--- src/rtl/exc_frame_pkg.sv ---
package exc_frame_pkg;
  localparam int MAX_WORDS    = 6;
  localparam int KERNEL_WORDS = 6;
  localparam int SAME_WORDS   = 4;
  localparam int IDX_W        = $clog2(MAX_WORDS);

  typedef enum logic {ST_IDLE, ST_PUSH} seq_state_t;
endpackage

--- src/rtl/exc_frame_build.sv ---
module exc_frame_build
  import exc_frame_pkg::*;
#(
  parameter int DATA_W = 32,
  parameter int SEL_W  = 16
) (
  input  logic [SEL_W-1:0]                  cs_sel_i,
  input  logic [SEL_W-1:0]                  ss_sel_i,
  input  logic [DATA_W-1:0]                 esp_i,
  input  logic [DATA_W-1:0]                 eflags_i,
  input  logic [DATA_W-1:0]                 eip_i,
  input  logic [DATA_W-1:0]                 err_code_i,
  input  logic [SEL_W-1:0]                  kss_sel_i,
  input  logic [DATA_W-1:0]                 kesp_i,
  output logic [MAX_WORDS-1:0][DATA_W-1:0]  words_o,
  output logic [IDX_W-1:0]                  last_idx_o,
  output logic [SEL_W-1:0]                  stk_sel_o,
  output logic [DATA_W-1:0]                 stk_top_o
);
  localparam int PAD_W = DATA_W - SEL_W;
  localparam int SKIP  = KERNEL_WORDS - SAME_WORDS;

  logic                             to_kernel;
  logic [MAX_WORDS-1:0][DATA_W-1:0] full;

  // privilege level from the selector's low two bits; any nonzero level switches
  assign to_kernel = (cs_sel_i[1:0] != 2'd0);

  assign full[0] = {{PAD_W{1'b0}}, ss_sel_i};
  assign full[1] = esp_i;
  assign full[2] = eflags_i;
  assign full[3] = {{PAD_W{1'b0}}, cs_sel_i};
  assign full[4] = eip_i;
  assign full[5] = err_code_i;

  for (genvar i = 0; i < MAX_WORDS; i++) begin : g_word
    if (i + SKIP < MAX_WORDS) begin : g_shift
      assign words_o[i] = to_kernel ? full[i] : full[i+SKIP];
    end else begin : g_tail
      assign words_o[i] = to_kernel ? full[i] : '0;
    end
  end

  assign last_idx_o = to_kernel ? IDX_W'(KERNEL_WORDS - 1) : IDX_W'(SAME_WORDS - 1);
  assign stk_sel_o  = to_kernel ? kss_sel_i : ss_sel_i;
  assign stk_top_o  = to_kernel ? kesp_i : esp_i;
endmodule

--- src/rtl/exc_push_seq.sv ---
module exc_push_seq
  import exc_frame_pkg::*;
#(
  parameter int DATA_W = 32,
  parameter int SEL_W  = 16
) (
  input  logic                              clk,
  input  logic                              rst,
  input  logic                              start_i,
  input  logic [MAX_WORDS-1:0][DATA_W-1:0]  words_i,
  input  logic [IDX_W-1:0]                  last_idx_i,
  input  logic [SEL_W-1:0]                  stk_sel_i,
  input  logic [DATA_W-1:0]                 stk_top_i,
  input  logic [SEL_W-1:0]                  hnd_cs_i,
  input  logic [DATA_W-1:0]                 hnd_eip_i,
  input  logic                              mem_rdy_i,
  output logic                              mem_we_o,
  output logic [SEL_W-1:0]                  mem_seg_o,
  output logic [DATA_W-1:0]                 mem_addr_o,
  output logic [DATA_W-1:0]                 mem_wdata_o,
  output logic                              busy_o,
  output logic                              done_o,
  output logic [SEL_W-1:0]                  new_ss_o,
  output logic [DATA_W-1:0]                 new_esp_o,
  output logic [SEL_W-1:0]                  new_cs_o,
  output logic [DATA_W-1:0]                 new_eip_o
);
  localparam logic [DATA_W-1:0] STEP = DATA_W'(DATA_W / 8);

  seq_state_t                       state_q;
  logic [MAX_WORDS-1:0][DATA_W-1:0] words_q;
  logic [IDX_W-1:0]                 last_q;
  logic [IDX_W-1:0]                 idx_q;
  logic [IDX_W-1:0]                 idx_nx;
  logic [SEL_W-1:0]                 hcs_q;
  logic [DATA_W-1:0]                heip_q;

  assign idx_nx = idx_q + IDX_W'(1);
  assign busy_o = (state_q == ST_PUSH);

  always_ff @(posedge clk) begin
    if (rst) begin
      state_q     <= ST_IDLE;
      words_q     <= '0;
      last_q      <= '0;
      idx_q       <= '0;
      hcs_q       <= '0;
      heip_q      <= '0;
      mem_we_o    <= 1'b0;
      mem_seg_o   <= '0;
      mem_addr_o  <= '0;
      mem_wdata_o <= '0;
      done_o      <= 1'b0;
      new_ss_o    <= '0;
      new_esp_o   <= '0;
      new_cs_o    <= '0;
      new_eip_o   <= '0;
    end else begin
      done_o <= 1'b0;
      case (state_q)
        ST_IDLE: begin
          if (start_i) begin
            state_q     <= ST_PUSH;
            words_q     <= words_i;
            last_q      <= last_idx_i;
            idx_q       <= '0;
            hcs_q       <= hnd_cs_i;
            heip_q      <= hnd_eip_i;
            mem_we_o    <= 1'b1;
            mem_seg_o   <= stk_sel_i;
            mem_addr_o  <= stk_top_i - STEP;
            mem_wdata_o <= words_i[0];
          end
        end
        ST_PUSH: begin
          if (mem_rdy_i) begin
            if (idx_q == last_q) begin
              state_q   <= ST_IDLE;
              mem_we_o  <= 1'b0;
              done_o    <= 1'b1;
              new_ss_o  <= mem_seg_o;
              new_esp_o <= mem_addr_o;
              new_cs_o  <= hcs_q;
              new_eip_o <= heip_q;
            end else begin
              idx_q       <= idx_nx;
              mem_addr_o  <= mem_addr_o - STEP;
              mem_wdata_o <= words_q[idx_nx];
            end
          end
        end
        default: state_q <= ST_IDLE;
      endcase
    end
  end
endmodule

--- src/rtl/exc_frame_seq.sv ---
module exc_frame_seq
  import exc_frame_pkg::*;
#(
  parameter int DATA_W = 32,
  parameter int SEL_W  = 16
) (
  input  logic              clk,
  input  logic              rst,
  input  logic              start_i,
  input  logic [SEL_W-1:0]  cs_sel_i,
  input  logic [SEL_W-1:0]  ss_sel_i,
  input  logic [DATA_W-1:0] esp_i,
  input  logic [DATA_W-1:0] eflags_i,
  input  logic [DATA_W-1:0] eip_i,
  input  logic [DATA_W-1:0] err_code_i,
  input  logic [SEL_W-1:0]  kss_sel_i,
  input  logic [DATA_W-1:0] kesp_i,
  input  logic [SEL_W-1:0]  hnd_cs_i,
  input  logic [DATA_W-1:0] hnd_eip_i,
  input  logic              mem_rdy_i,
  output logic              mem_we_o,
  output logic [SEL_W-1:0]  mem_seg_o,
  output logic [DATA_W-1:0] mem_addr_o,
  output logic [DATA_W-1:0] mem_wdata_o,
  output logic              busy_o,
  output logic              done_o,
  output logic [SEL_W-1:0]  new_ss_o,
  output logic [DATA_W-1:0] new_esp_o,
  output logic [SEL_W-1:0]  new_cs_o,
  output logic [DATA_W-1:0] new_eip_o
);
  logic [MAX_WORDS-1:0][DATA_W-1:0] words;
  logic [IDX_W-1:0]                 last_idx;
  logic [SEL_W-1:0]                 stk_sel;
  logic [DATA_W-1:0]                stk_top;

  exc_frame_build #(.DATA_W(DATA_W), .SEL_W(SEL_W)) i_build (
    .cs_sel_i   (cs_sel_i),
    .ss_sel_i   (ss_sel_i),
    .esp_i      (esp_i),
    .eflags_i   (eflags_i),
    .eip_i      (eip_i),
    .err_code_i (err_code_i),
    .kss_sel_i  (kss_sel_i),
    .kesp_i     (kesp_i),
    .words_o    (words),
    .last_idx_o (last_idx),
    .stk_sel_o  (stk_sel),
    .stk_top_o  (stk_top)
  );

  exc_push_seq #(.DATA_W(DATA_W), .SEL_W(SEL_W)) i_seq (
    .clk         (clk),
    .rst         (rst),
    .start_i     (start_i),
    .words_i     (words),
    .last_idx_i  (last_idx),
    .stk_sel_i   (stk_sel),
    .stk_top_i   (stk_top),
    .hnd_cs_i    (hnd_cs_i),
    .hnd_eip_i   (hnd_eip_i),
    .mem_rdy_i   (mem_rdy_i),
    .mem_we_o    (mem_we_o),
    .mem_seg_o   (mem_seg_o),
    .mem_addr_o  (mem_addr_o),
    .mem_wdata_o (mem_wdata_o),
    .busy_o      (busy_o),
    .done_o      (done_o),
    .new_ss_o    (new_ss_o),
    .new_esp_o   (new_esp_o),
    .new_cs_o    (new_cs_o),
    .new_eip_o   (new_eip_o)
  );
endmodule

--- config.mk ---
export PLATFORM = sky130hd
export DESIGN_NAME = exc_frame_seq
export DESIGN_NICKNAME = d
export VERILOG_FILES = /design/src/rtl/exc_frame_pkg.sv /design/src/rtl/exc_frame_build.sv /design/src/rtl/exc_push_seq.sv /design/src/rtl/exc_frame_seq.sv
export SDC_FILE = /design/constraint.sdc
export NUM_CORES = 1
export LEC_CHECK = 0
export ABC_AREA = 0
export BUFFER_PORTS_ARGS = -buffer_cell sky130_fd_sc_hd__clkbuf_2
export CAP_MARGIN = 0
export CORE_MARGIN = 4
export CORE_UTILIZATION = 30
export DETAILED_ROUTE_END_ITERATION = 7
export PLACE_DENSITY = 0.54
export SLEW_MARGIN = 20
export SYNTH_ARGS = -nofsm -noshare
export SYNTH_HDL_FRONTEND = slang
export SYNTH_SLANG_ARGS = --single-unit
--- constraint.sdc ---
create_clock -name clk -period 2.81 [get_ports clk]
set_input_delay 0.281 -clock clk [delete_from_list [all_inputs] [get_ports clk]]
set_output_delay 0.281 -clock clk [all_outputs]
set_load 0.02 [all_outputs]
==> flow_metrics.py <==
metrics = {
    "run_status": {
        "status": "finished, final reports clean",
    },
    "sta": {
        "fin_ws_ps": 154,
        "post-route-period-util_pct": 94.5,
        "worst_pin_slew_ps": 984,
        "finalSetupViolCount": 0,
        "fmax_mhz": 377,
        "maxSlewHeadroom_pct": 33.5,
        "rsz0062_at_grt": "yes",
        "fin_skew_ps": 15.8,
        "layout_min_cycle_time_ps": 2660,
        "drv_slew": 0,
        "hold_viol": 0,
    },
    "setup_path": {
        "r2r_end": "i_seq.mem_addr_o[16]$_SDFFE_PP0P_",
        "r2r_cells": 8,
        "r2r_slack_ps": 150,
        "required_ps": 3300,
        "cp_max_fo": 23,
        "setup.worst_path.end_class": "flop",
        "startpoint": "i_seq.busy_o$_SDFF_PP0_",
        "critical_path_arrival_ps": 3150,
        "path_class": "flop to flop",
        "reg2reg_from": "i_seq.busy_o$_SDFF_PP0_",
        "crit_path_start_kind": "flop",
    },
    "synth": {
        "synth_edf_count": 0,
        "yosys_warnings": 0,
        "muxShareOfSynthArea_pct": 5.85,
        "synth_compound_area_share_pct": 20.3,
        "synth-async-reset-ratio_pct": 0,
        "synthTopCellsByArea": "dfxtp_1 (46%), nand2_1 (10%), a311oi_1 (6.5%), nor2_1 (5.7%), a21oi_1 (5.6%)",
        "yosysTopAreaCell": "dfxtp_1",
        "synthCells": 2243,
        "synth_most_common_cell": "nand2_1",
        "synth_cell_types": 57,
        "ys_ff_latch": 425,
        "yosys.area_share.simple_pct": 22.3,
        "synth_nets": 2505,
        "synth_area_sq_um": 18500,
        "synth-adder-area-share_pct": 0.135,
        "syn_avg_cell_area_sq_um": 8.25,
        "synth-seq-area-share_pct": 46.0,
        "synth_top_family_by_area": "simple AND/OR/NAND/NOR gates",
        "yosys_most_used_dff": "dfxtp_1",
        "synth-xor-area-share_pct": 0.663,
        "synthDominantCellAreaShare_pct": 46.0,
        "yosys-top-cells-count": "nand2_1 (513), dfxtp_1 (425), nor2_1 (282)",
    },
    "clocking": {
        "cts_tree": "built",
        "htree_num_levels": 2,
        "clock-sinks": 425,
        "insertion_delay_ps": 580,
        "clock-root-buffer": "clkbuf_16",
        "cts_made_buffers": 49,
        "cts_buffer_depth": 3,
        "clkSlewWorstSetupHoldPaths_ps": 60,
    },
    "route": {
        "routedWlPerCell_um": 20.9,
        "drt-initial-drc-count": 1454,
        "first_pass_iters": 5,
        "vias": 19083,
        "vias_per_cell": 5.25,
        "postRouteAntennaNets": 0,
        "wirelength_mm": 75.9,
        "drcViolationCount": 0,
    },
    "hold_path": {
        "min_to": "i_seq.words_q[56]$_SDFFE_PP0P_",
        "hold_class": "primary input to flop",
        "min_from": "esp_i[24]",
        "whs_path_depth": 3,
    },
    "floorplanning": {
        "dieArea_sq_um": 65700,
        "die_y_um": 256,
        "pin_count": 439,
        "die_w_um": 256,
        "fp-row-count": 90,
        "start_util_pct": 30.5,
        "design.core.area_sq_um": 60700,
    },
    "layout": {
        "syn_to_final_growth_pct": 38.3,
        "seq_area_sq_um": 8520,
        "layout.nets": 3071,
        "multi_input_area_sq_um": 9230,
        "layout.cells.non_filler": 3635,
        "drive_above_1_share_pct": 23.8,
        "num-fill-cells": 6060,
    },
    "global_route": {
        "gr-total-overflow": 0,
        "grt_pass1_wl_mm": 114,
        "grt.total_usage_pct": 21.9,
        "grt_start_max_net_pins": 215,
        "antenna_found_initial": 9,
        "first_global_vias": 18562,
    },
    "power": {
        "powerDensity_nw_per_um2": 629,
        "power.switching_uw": 4510,
        "comb_power_share_pct": 16.8,
        "netSwitchingFraction_pct": 28.0,
        "seqPwrFrac_pct": 41.3,
        "p_clk_share_pct": 41.8,
        "power_uw": 16100,
        "ir_drop_uv": 476,
        "p_int_uw": 11600,
        "power_leakage_uw": 0.0102,
    },
    "run": {
        "max-cap-violations": 0,
    },
    "place": {
        "port_buffers": 438,
        "dp_cells": 3320,
        "hpwl_mm": 52.9,
        "place_congestion": 0.841,
        "dp_slack_ps": -113,
    },
}
[critical path: stages, from the launching register on]
cell and delay, ps:
dfxtp_4 500, buf_12 180, nor4b_1 70, a311oi_2 340
ha_2 280, nand3_4 80, or4_4 550, or3_1 330
a311oi_1 250
[how the worst max path moves through the flow]
stage | cells past startpoint | slack (ps) | to
after floorplan | 10 | 8 | i_seq.mem_addr_o[16]$_SDFFE_PP0P_
after global placement | 7 | -40 | i_seq.mem_addr_o[23]$_SDFFE_PP0P_
after detailed placement | 7 | -110 | i_seq.mem_addr_o[31]$_SDFFE_PP0P_
after CTS | 7 | 40 | i_seq.words_q[106]$_SDFFE_PP0P_
after global routing | 10 | -5 | i_seq.mem_addr_o[18]$_SDFFE_PP0P_
final | 8 | 150 | i_seq.mem_addr_o[16]$_SDFFE_PP0P_
[state kept, by name, summed over array words and instances, names as in the netlist, 16 cells and up]
name and cells:
i_seq.mem_wdata_o 32, i_seq.new_ss_o 16, i_seq.hcs_q 16, i_seq.words_q 192
i_seq.new_eip_o 32, i_seq.mem_seg_o 16, i_seq.new_esp_o 32, i_seq.new_cs_o 16
i_seq.mem_addr_o 32, i_seq.heip_q 32
[area by class of cell]
type	instances	share of cell area [%]
diodes	5	0.0489
clock buffers	75	5.93
clock inverters	15	0.812
inverters	12	0.196
multi-input cells	1592	36.1
flip-flops and latches	425	33.3
well taps	782	3.82
repair buffers	729	19.9
[per-stage QoR]
stage	utilization [%]	cell area, sq um	hold slack [ps]	TNS (ps)
detailed placement	35.6	21600	443	-413
floorplan	-	18500	417	0
finish	42.2	25600	34.5	0
global placement	35.6	21600	436	-93.7
global route	42.2	25600	34.0	-7.38
CTS	42.1	25500	5.15	0
[power groups by stage]
stage	logic [uW]	clock network, uW	registers, uW
3_3_place_gp	2370	0	6770
2_1_floorplan	1330	0	6850
6_report	2710	6730	6650
5_1_grt	2940	7120	6690
3_5_place_dp	2400	0	6790
4_1_cts	2690	6900	6660
[cell families after synthesis]
group / count (synthesis)
compound gates: 540
xor+xnor: 14
fa+ha+maj: 2
buf+inv: 226
flops: 425
mux: 68
simple gates: 968
[routing by layer]
metal	vias to the layer above	GRT usage, %	share of wire, %
met5	-	0	0.054
met4	6	6.52	3.1
met3	126	3.54	5.9
met2	701	37.5	48
met1	9162	28.4	43
li1	9088	-	-
[repair_timing]
item / CTS / global route
hold buffers: 219 / 0
cloned: 0 / 1
hold endpoints to repair: 244 / 0
setup buffers: 0 / 0
gates resized for setup: 3 / 3
endpoints found under the setup margin: 8 / 37
[cell usage in the layout (no fill, tap or decap), types with 32 or more instances in the layout]
master         instances
nand2_1              512
clkbuf_2             437
dfxtp_1              423
nor2_1               278
dlygate4sd3_1        219
a21oi_1              206
a311oi_1             135
a22oi_1               98
buf_4                 61
nor3_1                54
clkbuf_16             52
mux2i_1               34
mux4_2                32
No activity file was read; power rests on OpenSTA's default activity.
